File: src/rtl/shm_pkg.sv
package shm_pkg;

    typedef enum logic [2:0] {
        ST_IDLE    = 3'd0,
        ST_GRANT   = 3'd1,
        ST_ACCESS  = 3'd2,
        ST_DONE    = 3'd3,
        ST_RELEASE = 3'd4
    } cyc_state_t;

    // Access-select level: low selects the host, high defaults to local.
    typedef enum logic {
        OWN_HOST  = 1'b0,
        OWN_LOCAL = 1'b1
    } owner_t;

    // True while the RAM and transceivers belong to the granted side.
    function automatic logic in_window(cyc_state_t s);
        return (s == ST_GRANT) || (s == ST_ACCESS) || (s == ST_DONE);
    endfunction

    // Request level of whichever side owns the current cycle.
    function automatic logic owner_holds(owner_t o, logic h, logic l);
        return (o == OWN_HOST) ? h : l;
    endfunction

    // Fixed host priority: a host request drives the select input low.
    function automatic owner_t access_select(logic host_seen);
        return host_seen ? OWN_HOST : OWN_LOCAL;
    endfunction

endpackage

File: src/rtl/shm_sampler.sv
module shm_sampler #(
    parameter int SYNC_STAGES = 2
) (
    input  logic clk,
    input  logic rst,
    input  logic sys_div,
    input  logic host_req,
    input  logic loc_req,
    output logic tick,
    output logic host_req_s,
    output logic loc_req_s
);
    logic [SYNC_STAGES-1:0] h_pipe;
    logic [SYNC_STAGES-1:0] l_pipe;

    generate
        if (SYNC_STAGES == 1) begin : g_single
            always_ff @(posedge clk) begin
                if (rst) begin
                    h_pipe <= '0;
                    l_pipe <= '0;
                end else begin
                    h_pipe[0] <= host_req;
                    l_pipe[0] <= loc_req;
                end
            end
        end else begin : g_chain
            always_ff @(posedge clk) begin
                if (rst) begin
                    h_pipe <= '0;
                    l_pipe <= '0;
                end else begin
                    h_pipe <= {h_pipe[SYNC_STAGES-2:0], host_req};
                    l_pipe <= {l_pipe[SYNC_STAGES-2:0], loc_req};
                end
            end
        end
    endgenerate

    assign host_req_s = h_pipe[SYNC_STAGES-1];
    assign loc_req_s  = l_pipe[SYNC_STAGES-1];
    // Sampling happens on every other edge: those where the divided clock is low.
    assign tick       = ~sys_div;
endmodule

File: src/rtl/shm_cycle_fsm.sv
module shm_cycle_fsm
    import shm_pkg::*;
(
    input  logic       clk,
    input  logic       rst,
    input  logic       tick,
    input  logic       host_req_s,
    input  logic       loc_req_s,
    output cyc_state_t state,
    output owner_t     owner,
    output owner_t     sel_owner,
    output logic       grant_load
);
    cyc_state_t nxt;

    assign sel_owner  = access_select(host_req_s);
    assign grant_load = tick && (state == ST_IDLE) && (host_req_s || loc_req_s);

    always_comb begin
        nxt = state;
        case (state)
            ST_IDLE:    if (grant_load) nxt = ST_GRANT;
            ST_GRANT:   if (tick) nxt = ST_ACCESS;
            ST_ACCESS:  if (tick) nxt = ST_DONE;
            ST_DONE:    if (tick && !owner_holds(owner, host_req_s, loc_req_s)) nxt = ST_RELEASE;
            ST_RELEASE: if (tick) nxt = ST_IDLE;
            default:    nxt = ST_IDLE;
        endcase
    end

    always_ff @(posedge clk) begin
        if (rst) begin
            state <= ST_IDLE;
            owner <= OWN_HOST;
        end else begin
            state <= nxt;
            if (grant_load) owner <= sel_owner;
        end
    end

    a_r1_frozen_off_tick: assert property (@(posedge clk) disable iff (rst)
        !tick |=> $stable(state));

    a_r4_host_wins: assert property (@(posedge clk) disable iff (rst)
        (state == ST_IDLE && tick && host_req_s) |=> (owner == OWN_HOST && state == ST_GRANT));

    a_r8_done_holds: assert property (@(posedge clk) disable iff (rst)
        (state == ST_DONE && owner_holds(owner, host_req_s, loc_req_s)) |=> (state == ST_DONE));

    a_r8_release_to_idle: assert property (@(posedge clk) disable iff (rst)
        (state == ST_RELEASE && tick) |=> (state == ST_IDLE));
endmodule

File: src/rtl/shm_datapath.sv
module shm_datapath
    import shm_pkg::*;
#(
    parameter int AW      = 8,
    parameter int RAM_DW  = 8,
    parameter int HOST_DW = 16
) (
    input  logic               clk,
    input  logic               rst,
    input  logic               tick,
    input  cyc_state_t         state,
    input  owner_t             owner,
    input  owner_t             sel_owner,
    input  logic               grant_load,
    input  logic               loc_req_s,
    input  logic               host_rnw,
    input  logic [AW-1:0]      host_addr,
    input  logic [RAM_DW-1:0]  host_wdata,
    input  logic               loc_rd,
    input  logic [AW-1:0]      loc_addr,
    input  logic [RAM_DW-1:0]  loc_wdata,
    input  logic [RAM_DW-1:0]  ram_rdata,
    output logic [HOST_DW-1:0] host_rdata,
    output logic [RAM_DW-1:0]  loc_rdata,
    output logic               host_dtack,
    output logic               loc_wait,
    output logic               ram_cs,
    output logic               ram_we,
    output logic               ram_dir,
    output logic               xcvr_en,
    output logic [AW-1:0]      ram_addr,
    output logic [RAM_DW-1:0]  ram_wdata,
    output logic               busy
);
    localparam int PAD = HOST_DW - RAM_DW;

    logic [AW-1:0]     addr_q;
    logic [RAM_DW-1:0] wdata_q;
    logic              rd_q;
    logic [RAM_DW-1:0] host_rd_q;
    logic [RAM_DW-1:0] loc_rd_q;

    always_ff @(posedge clk) begin
        if (rst) begin
            addr_q    <= '0;
            wdata_q   <= '0;
            rd_q      <= 1'b0;
            host_rd_q <= '0;
            loc_rd_q  <= '0;
        end else begin
            if (grant_load) begin
                if (sel_owner == OWN_HOST) begin
                    addr_q  <= host_addr;
                    wdata_q <= host_wdata;
                    rd_q    <= host_rnw;
                end else begin
                    addr_q  <= loc_addr;
                    wdata_q <= loc_wdata;
                    rd_q    <= loc_rd;
                end
            end
            if (tick && state == ST_ACCESS && rd_q) begin
                if (owner == OWN_HOST) host_rd_q <= ram_rdata;
                else                   loc_rd_q  <= ram_rdata;
            end
        end
    end

    assign ram_cs     = in_window(state);
    assign xcvr_en    = in_window(state);
    assign ram_we     = (state == ST_ACCESS) && !rd_q;
    assign ram_dir    = in_window(state) && rd_q;
    assign busy       = (state != ST_IDLE);
    assign host_dtack = (state == ST_DONE) && (owner == OWN_HOST);
    assign loc_wait   = loc_req_s && !((state == ST_DONE) && (owner == OWN_LOCAL));
    assign ram_addr   = addr_q;
    assign ram_wdata  = wdata_q;
    assign host_rdata = {{PAD{1'b0}}, host_rd_q};
    assign loc_rdata  = loc_rd_q;

    a_r5_we_inside_cs: assert property (@(posedge clk) disable iff (rst)
        ram_we |-> ram_cs);

    a_r7_dtack_after_cs: assert property (@(posedge clk) disable iff (rst)
        $rose(host_dtack) |-> $past(ram_cs));

    a_r9_wait_during_host: assert property (@(posedge clk) disable iff (rst)
        (host_dtack && loc_req_s) |-> loc_wait);

    a_r3_cs_means_busy: assert property (@(posedge clk) disable iff (rst)
        ram_cs |-> busy);

    a_r6_dir_steady: assert property (@(posedge clk) disable iff (rst)
        (ram_cs && $past(ram_cs)) |-> $stable(ram_dir));
endmodule

File: src/rtl/shmem_arbiter.sv
module shmem_arbiter
    import shm_pkg::*;
#(
    parameter int AW          = 8,
    parameter int RAM_DW      = 8,
    parameter int HOST_DW     = 16,
    parameter int SYNC_STAGES = 2
) (
    input  logic               clk,
    input  logic               rst,
    input  logic               sys_div,
    input  logic               host_req,
    input  logic               host_rnw,
    input  logic [AW-1:0]      host_addr,
    input  logic [RAM_DW-1:0]  host_wdata,
    output logic [HOST_DW-1:0] host_rdata,
    output logic               host_dtack,
    input  logic               loc_req,
    input  logic               loc_rd,
    input  logic [AW-1:0]      loc_addr,
    input  logic [RAM_DW-1:0]  loc_wdata,
    output logic [RAM_DW-1:0]  loc_rdata,
    output logic               loc_wait,
    output logic               ram_cs,
    output logic               ram_we,
    output logic               ram_dir,
    output logic               xcvr_en,
    output logic [AW-1:0]      ram_addr,
    output logic [RAM_DW-1:0]  ram_wdata,
    input  logic [RAM_DW-1:0]  ram_rdata,
    output logic               busy
);
    logic       tick;
    logic       host_req_s;
    logic       loc_req_s;
    cyc_state_t state;
    owner_t     owner;
    owner_t     sel_owner;
    logic       grant_load;

    shm_sampler #(.SYNC_STAGES(SYNC_STAGES)) u_sampler (
        .clk        (clk),
        .rst        (rst),
        .sys_div    (sys_div),
        .host_req   (host_req),
        .loc_req    (loc_req),
        .tick       (tick),
        .host_req_s (host_req_s),
        .loc_req_s  (loc_req_s)
    );

    shm_cycle_fsm u_fsm (
        .clk        (clk),
        .rst        (rst),
        .tick       (tick),
        .host_req_s (host_req_s),
        .loc_req_s  (loc_req_s),
        .state      (state),
        .owner      (owner),
        .sel_owner  (sel_owner),
        .grant_load (grant_load)
    );

    shm_datapath #(.AW(AW), .RAM_DW(RAM_DW), .HOST_DW(HOST_DW)) u_dp (
        .clk        (clk),
        .rst        (rst),
        .tick       (tick),
        .state      (state),
        .owner      (owner),
        .sel_owner  (sel_owner),
        .grant_load (grant_load),
        .loc_req_s  (loc_req_s),
        .host_rnw   (host_rnw),
        .host_addr  (host_addr),
        .host_wdata (host_wdata),
        .loc_rd     (loc_rd),
        .loc_addr   (loc_addr),
        .loc_wdata  (loc_wdata),
        .ram_rdata  (ram_rdata),
        .host_rdata (host_rdata),
        .loc_rdata  (loc_rdata),
        .host_dtack (host_dtack),
        .loc_wait   (loc_wait),
        .ram_cs     (ram_cs),
        .ram_we     (ram_we),
        .ram_dir    (ram_dir),
        .xcvr_en    (xcvr_en),
        .ram_addr   (ram_addr),
        .ram_wdata  (ram_wdata),
        .busy       (busy)
    );

    a_r2_quiet_idle: assert property (@(posedge clk) disable iff (rst)
        !busy |-> (!ram_cs && !ram_we && !xcvr_en && !host_dtack));
endmodule

File: config.mk
export PLATFORM = sky130hd
export DESIGN_NAME = shmem_arbiter
export DESIGN_NICKNAME = d
export VERILOG_FILES = /design/src/rtl/shm_pkg.sv /design/src/rtl/shm_sampler.sv /design/src/rtl/shm_cycle_fsm.sv /design/src/rtl/shm_datapath.sv /design/src/rtl/shmem_arbiter.sv
export SDC_FILE = /design/constraint.sdc
export NUM_CORES = 1
export LEC_CHECK = 0
export BUFFER_PORTS_ARGS = -buffer_cell sky130_fd_sc_hd__buf_4
export CORE_AREA = 4 4 85 87
export CTS_CLUSTER_SIZE = 16
export DETAILED_ROUTE_END_ITERATION = 16
export DIE_AREA = 0 0 89 91
export HOLD_SLACK_MARGIN = 0.06
export MAX_ROUTING_LAYER = met4
export PLACE_DENSITY = 0.63
export SETUP_SLACK_MARGIN = 0.02
export SLEW_MARGIN = 10
export SYNTH_ARGS = -nofsm -noshare
export SYNTH_HDL_FRONTEND = slang
export SYNTH_HIERARCHICAL = 1
export SYNTH_SLANG_ARGS = --single-unit
File: constraint.sdc
create_clock -name clk -period 2 [get_ports clk]
set_input_delay 0.3 -clock clk [delete_from_list [all_inputs] [get_ports clk]]
set_output_delay 0.3 -clock clk [all_outputs]
set_load 0.03 [all_outputs]
Yosys cells after proc, flatten, opt, wreduce, memory -nomap -nowiden. Cells that the tools add are included.

Register bits after elaboration: 41. Input port bits: 47.

Eq/ne operators: 9. Mux-type cells: 11. Bitwise logic cells: 2. Reduce and logical (&&, ||, !) cells: 21.

Operator list (count): 8-bit two-way mux (2); 3-bit two-way mux (5); 3-bit case mux with 5 select lines (1); 1-bit logical AND (10); 2-bit inequality test, second input constant (5); 3-bit by 2-bit equality test with 1-bit output, second input constant (2); 5-bit AND reduction (1); 2-bit AND reduction (2); 3-bit by 1-bit equality test with 1-bit output, second input constant (1); 3-bit equality test, second input constant (1); 1-bit logical NOT (3); 3-bit logical NOT (1); 1-bit logical OR (3); 1-bit two-way mux (3); 3-bit nonzero test (1); 1-bit inverter (2).

Logic depth before layout (Yosys ltp).
Word-level depth: 5. Depth in mapped cells: 7. Depth with buffers taken out: 5.

Cells and area by module. The synthesis kept the hierarchy.

Modules (own cells, without submodules): shm_datapath (instances 1, cells each 157, area each 1569.0 sq um, sequential area each 660.6 sq um); shm_cycle_fsm (instances 1, cells each 22, area each 196.4 sq um, sequential area each 80.1 sq um); shm_sampler (instances 1, cells each 9, area each 108.9 sq um, sequential area each 80.1 sq um).

Least setup slack after synthesis. Ideal clock, no wire load.

Path type: flip-flop to output port. From: register u_fsm.state[0]. To: output port host_dtack. Arrival: 1.508 ns. Required time: 1.700 ns. Slack: 0.192 ns. Cell stages (with the launch flop): 2. Cells stage by stage: dfxtp_1 nor4bb_1.

Longest elaborated chain between the ends: 2.

RTL lines: start: declaration (line shm_cycle_fsm.sv:9) `output cyc_state_t state,`; start signal: assignment (line shm_cycle_fsm.sv:36) `state <= nxt;`; 3-bit by 2-bit equality test with 1-bit output (line shm_datapath.sv:74) `assign host_dtack = (state == ST_DONE) && (owner == OWN_HOST);`; 1-bit logical AND (line shm_datapath.sv:74); end: declaration (line shmem_arbiter.sv:17) `output logic host_dtack,`.

No other way between the ends.

Worst setup path after layout.
From: register u_fsm.state[2]. To: register u_dp.addr_q[6], in the netlist u_dp/ram_addr[6].

Longest elaborated chain between the ends: 3.

RTL lines: 3-bit logical NOT (line shm_cycle_fsm.sv:17) `assign grant_load = tick && (state == ST_IDLE) && (host_req_s || loc_req_s);`; 1-bit logical AND (2 in a row) (line shm_cycle_fsm.sv:17); via grant_load (line shmem_arbiter.sv:39) `logic grant_load;`; end signal: assignment (line shm_datapath.sv:53) `addr_q <= host_addr;`; end signal: assignment (line shm_datapath.sv:57) `addr_q <= loc_addr;`; end: declaration (line shm_datapath.sv:37) `logic [AW-1:0] addr_q;`.

The timed path passes the listed nets, and every way through them passes these cells. A chain may end at the register's enable or synchronous reset.

==> results.json <==
{
  "cp.arrival_ns": 1.92,
  "die_height_um": 91,
  "avgSynthCellArea_um2": 9.97,
  "area_growth_pct": 41.1,
  "irDropWorstVdd_mv": 0.323,
  "min_path_cells": 2,
  "drv_slew": 0,
  "grt_max_degree": 50,
  "ys_warn_count": 6,
  "finalHoldViolations": 0,
  "ctsResizeCount": 0,
  "ys_seq_elements": 41,
  "p_total_w": 0.00184,
  "maxCapViolations": 0,
  "cp.required_ns": 2.19,
  "numCtsBuffers": 5,
  "slew_headroom": 0.646,
  "r2r_start": "u_fsm/state[2]",
  "p_sw_w": 0.000443,
  "hpwlAfterDp_mm": 3.08,
  "cp_slowest_cell": "nor4b_1",
  "leakage_nw": 1.26,
  "whs_ns": 0.222,
  "worst_slew_pin_slew_ns": 0.524,
  "clock_latency_ns": 0.28,
  "reg2reg_slack_ns": 0.27,
  "max_freq_ghz": 0.578,
  "ys_types": 28,
  "cts-hold-fix-buffers": 0,
  "ant_nets": 0,
  "p_seq_frac": 0.469,
  "port_buffers": 85,
  "min_from": "loc_req",
  "htreeDepth": 2,
  "cpPeakStageDelay_ns": 0.53,
  "die_x_um": 89,
  "post-cts-setup-buffers": 0,
  "syn_area_um2": 1870,
  "setup_tns_ns": 0,
  "rows": 29,
  "finalWirelength_mm": 4.20,
  "final.setup_skew_ns": 0.00517,
  "cts.sinks": 41,
  "grt_use_total": 0.104,
  "vias_per_cell": 4.38,
  "combPwrFrac": 0.166,
  "p_clk_frac": 0.365,
  "grt-ovfl-total": 0,
  "drc_errors": 0,
  "min_to": "u_sampler/l_pipe[0]",
  "root_buffer": "clkbuf_8",
  "crit_type": "register to register",
  "final_net_count": 317,
  "gp_congestion": 0.776,
  "status": "complete, no violations",
  "power_density_nw_per_um2": 695,
  "vias": 1523,
  "cts_tree": "done",
  "drive_gt1_frac": 0.365,
  "path_cells": "nor4b_1 > o21a_1 > buf_12 > nor2_1 > a211oi_1",
  "setup_viol": 0,
  "grt_pass1_vias": 1449,
  "syn_inst": 188,
  "timing.critical_path.buf_inv": 1,
  "worstSetupEndpointType": "register",
  "clk_pin_slew_ns": 0.08,
  "io_pins": 94,
  "cp_top_family": "simple AND/OR/NAND/NOR gates",
  "clk_path_buf_depth": 2,
  "p_sw_frac": 0.241,
  "diodes": 0,
  "min_path_type": "primary input to register",
  "rr_endpoint": "u_dp/ram_addr[6]",
  "first_pass_iters": 4,
  "ys_seq_area_frac": 0.438,
  "drt-wirelength-per-cell_um": 12.1,
  "min_period_ns": 1.73,
  "rsz0062_at_grt": "no",
  "coreArea_um2": 6350,
  "initial_core_util": 0.295,
  "drt-initial-drc-count": 57,
  "critPathMaxFanout": 34,
  "die_area_um2": 8100,
  "antenna_found_initial": 0,
  "cp-start-kind": "register",
  "p_int_w": 0.00139,
  "grt_pass1_wl_mm": 6.58,
  "reg2reg_depth": 5,
  "fin_crit_sh": 0.865
}
==> worst max path at each step <==
| stage | from | end | cells after the start |
|---|---|---|---|
| 2_1_floorplan | u_fsm/state[0] | host_dtack | 1 |
| 3_3_place_gp | sys_div | u_dp/ram_addr[7] | 7 |
| 3_5_place_dp | sys_div | u_dp/ram_addr[4] | 7 |
| 4_1_cts | u_fsm/state[2] | u_dp/ram_addr[4] | 5 |
| 5_1_grt | u_fsm/state[2] | u_dp/ram_addr[6] | 5 |
| 6_report | u_fsm/state[2] | u_dp/ram_addr[6] | 5 |
==> routing by layer <==
layer	track usage	vias up	wire (um)
met5	-	-	0
met4	0.0261	0	40
met3	0.0371	5	356
met2	0.170	58	2000
met1	0.122	659	1800
li1	-	801	-
==> logic make-up (layout without fill, tap and decap cells) <==
group / after synthesis / in the layout / synth area share
simple gates: 64 / 64 / 0.200
other cells: 1 / 8 / 0.00200
flops: 41 / 41 / 0.438
compound gates: 24 / 24 / 0.0928
mux: 34 / 34 / 0.182
buf+inv: 24 / 100 / 0.0854
==> final cells by class <==
class	count	area, um2
inverter	3	11.3
clock inverter	1	30.0
clock buffer	7	86.3
timing repair buffer	89	681
tap	77	96.3
fill	628	3700
sequential	41	821
multi-input combinational	130	920
==> cells in the final DEF (no fill, tap or decap) <==
| cell type | Yosys | final |
|---|---|---|
| a2111oi_0 | 1 | 1 |
| a211oi_1 | 18 | 18 |
| a21oi_1 | 2 | 2 |
| a31oi_1 | 2 | 2 |
| and2_1 | 2 | 2 |
| and3_2 | 1 | 1 |
| and4_4 | 1 | 1 |
| buf_12 | 1 | 1 |
| buf_4 | 11 | 88 |
| bufinv_16 | 0 | 1 |
| clkbuf_1 | 3 | 1 |
| clkbuf_8 | 0 | 6 |
| conb_1 | 1 | 8 |
| dfxtp_1 | 41 | 41 |
| inv_1 | 3 | 3 |
| mux2i_1 | 34 | 34 |
| nand2b_1 | 25 | 25 |
| nand4b_1 | 2 | 2 |
| nor2_1 | 21 | 21 |
| nor2b_1 | 5 | 5 |
| nor3b_2 | 1 | 1 |
| nor4_1 | 1 | 1 |
| nor4b_1 | 2 | 2 |
| nor4bb_1 | 1 | 1 |
| o21a_1 | 1 | 1 |
| or3_1 | 1 | 1 |
| or4_1 | 1 | 1 |
==> sequential cells by signal (all words and copies together), names as in the netlist <==
signal / flops
u_dp/host_rd_q: 8
u_dp/loc_rdata: 8
u_dp/ram_addr: 8
u_dp/ram_wdata: 8
u_fsm/state: 3
u_sampler/h_pipe: 2
u_sampler/l_pipe: 2
u_dp/rd_q: 1
u_fsm/owner: 1
==> synthesized netlist by cell type <==
| library cell | n | area, um2 |
|---|---|---|
| nor3b_2 | 1 | 12.5 |
| conb_1 | 1 | 3.75 |
| and2_1 | 2 | 12.5 |
| buf_6 | 1 | 11.3 |
| and3_2 | 1 | 7.51 |
| o21a_1 | 1 | 7.51 |
| buf_2 | 4 | 20.0 |
| nor2_1 | 21 | 78.8 |
| a2111oi_0 | 1 | 8.76 |
| buf_1 | 1 | 3.75 |
| nand2b_1 | 25 | 156 |
| a31oi_1 | 2 | 12.5 |
| nor4_1 | 1 | 6.26 |
| inv_1 | 3 | 11.3 |
| nand4b_1 | 2 | 17.5 |
| nor4bb_1 | 1 | 10.0 |
| mux2i_1 | 34 | 340 |
| a21oi_1 | 2 | 10.0 |
| buf_12 | 1 | 20.0 |
| dfxtp_1 | 41 | 821 |
| nor4b_1 | 2 | 17.5 |
| a211oi_1 | 18 | 135 |
| nor2b_1 | 5 | 31.3 |
| or4_1 | 1 | 7.51 |
| and4_4 | 1 | 11.3 |
| clkbuf_1 | 3 | 11.3 |
| or3_1 | 1 | 6.26 |
| buf_4 | 11 | 82.6 |
==> power by group through the flow <==
stage / Combinational (W) / Clock (W) / Sequential [W]
after floorplan: 0.000150 / 0 / 0.000918
after global placement: 0.000305 / 0 / 0.000879
after detailed placement: 0.000308 / 0 / 0.000880
after CTS: 0.000309 / 0.000708 / 0.000861
after global routing: 0.000331 / 0.000741 / 0.000865
final: 0.000305 / 0.000671 / 0.000861
==> metrics by stage <==
stage                     setup slack [ns]  instance area (um2)  instances   util
final                                0.270                 2650        348  0.417
after global routing                0.0929                 2650        348  0.417
after CTS                            0.261                 2650        348  0.417
after detailed placement             0.135                 2530        340  0.398
after global placement               0.253                 2530        340  0.398
after floorplan                      0.192                 1900        195      -
(Power assumes the default switching activity.)
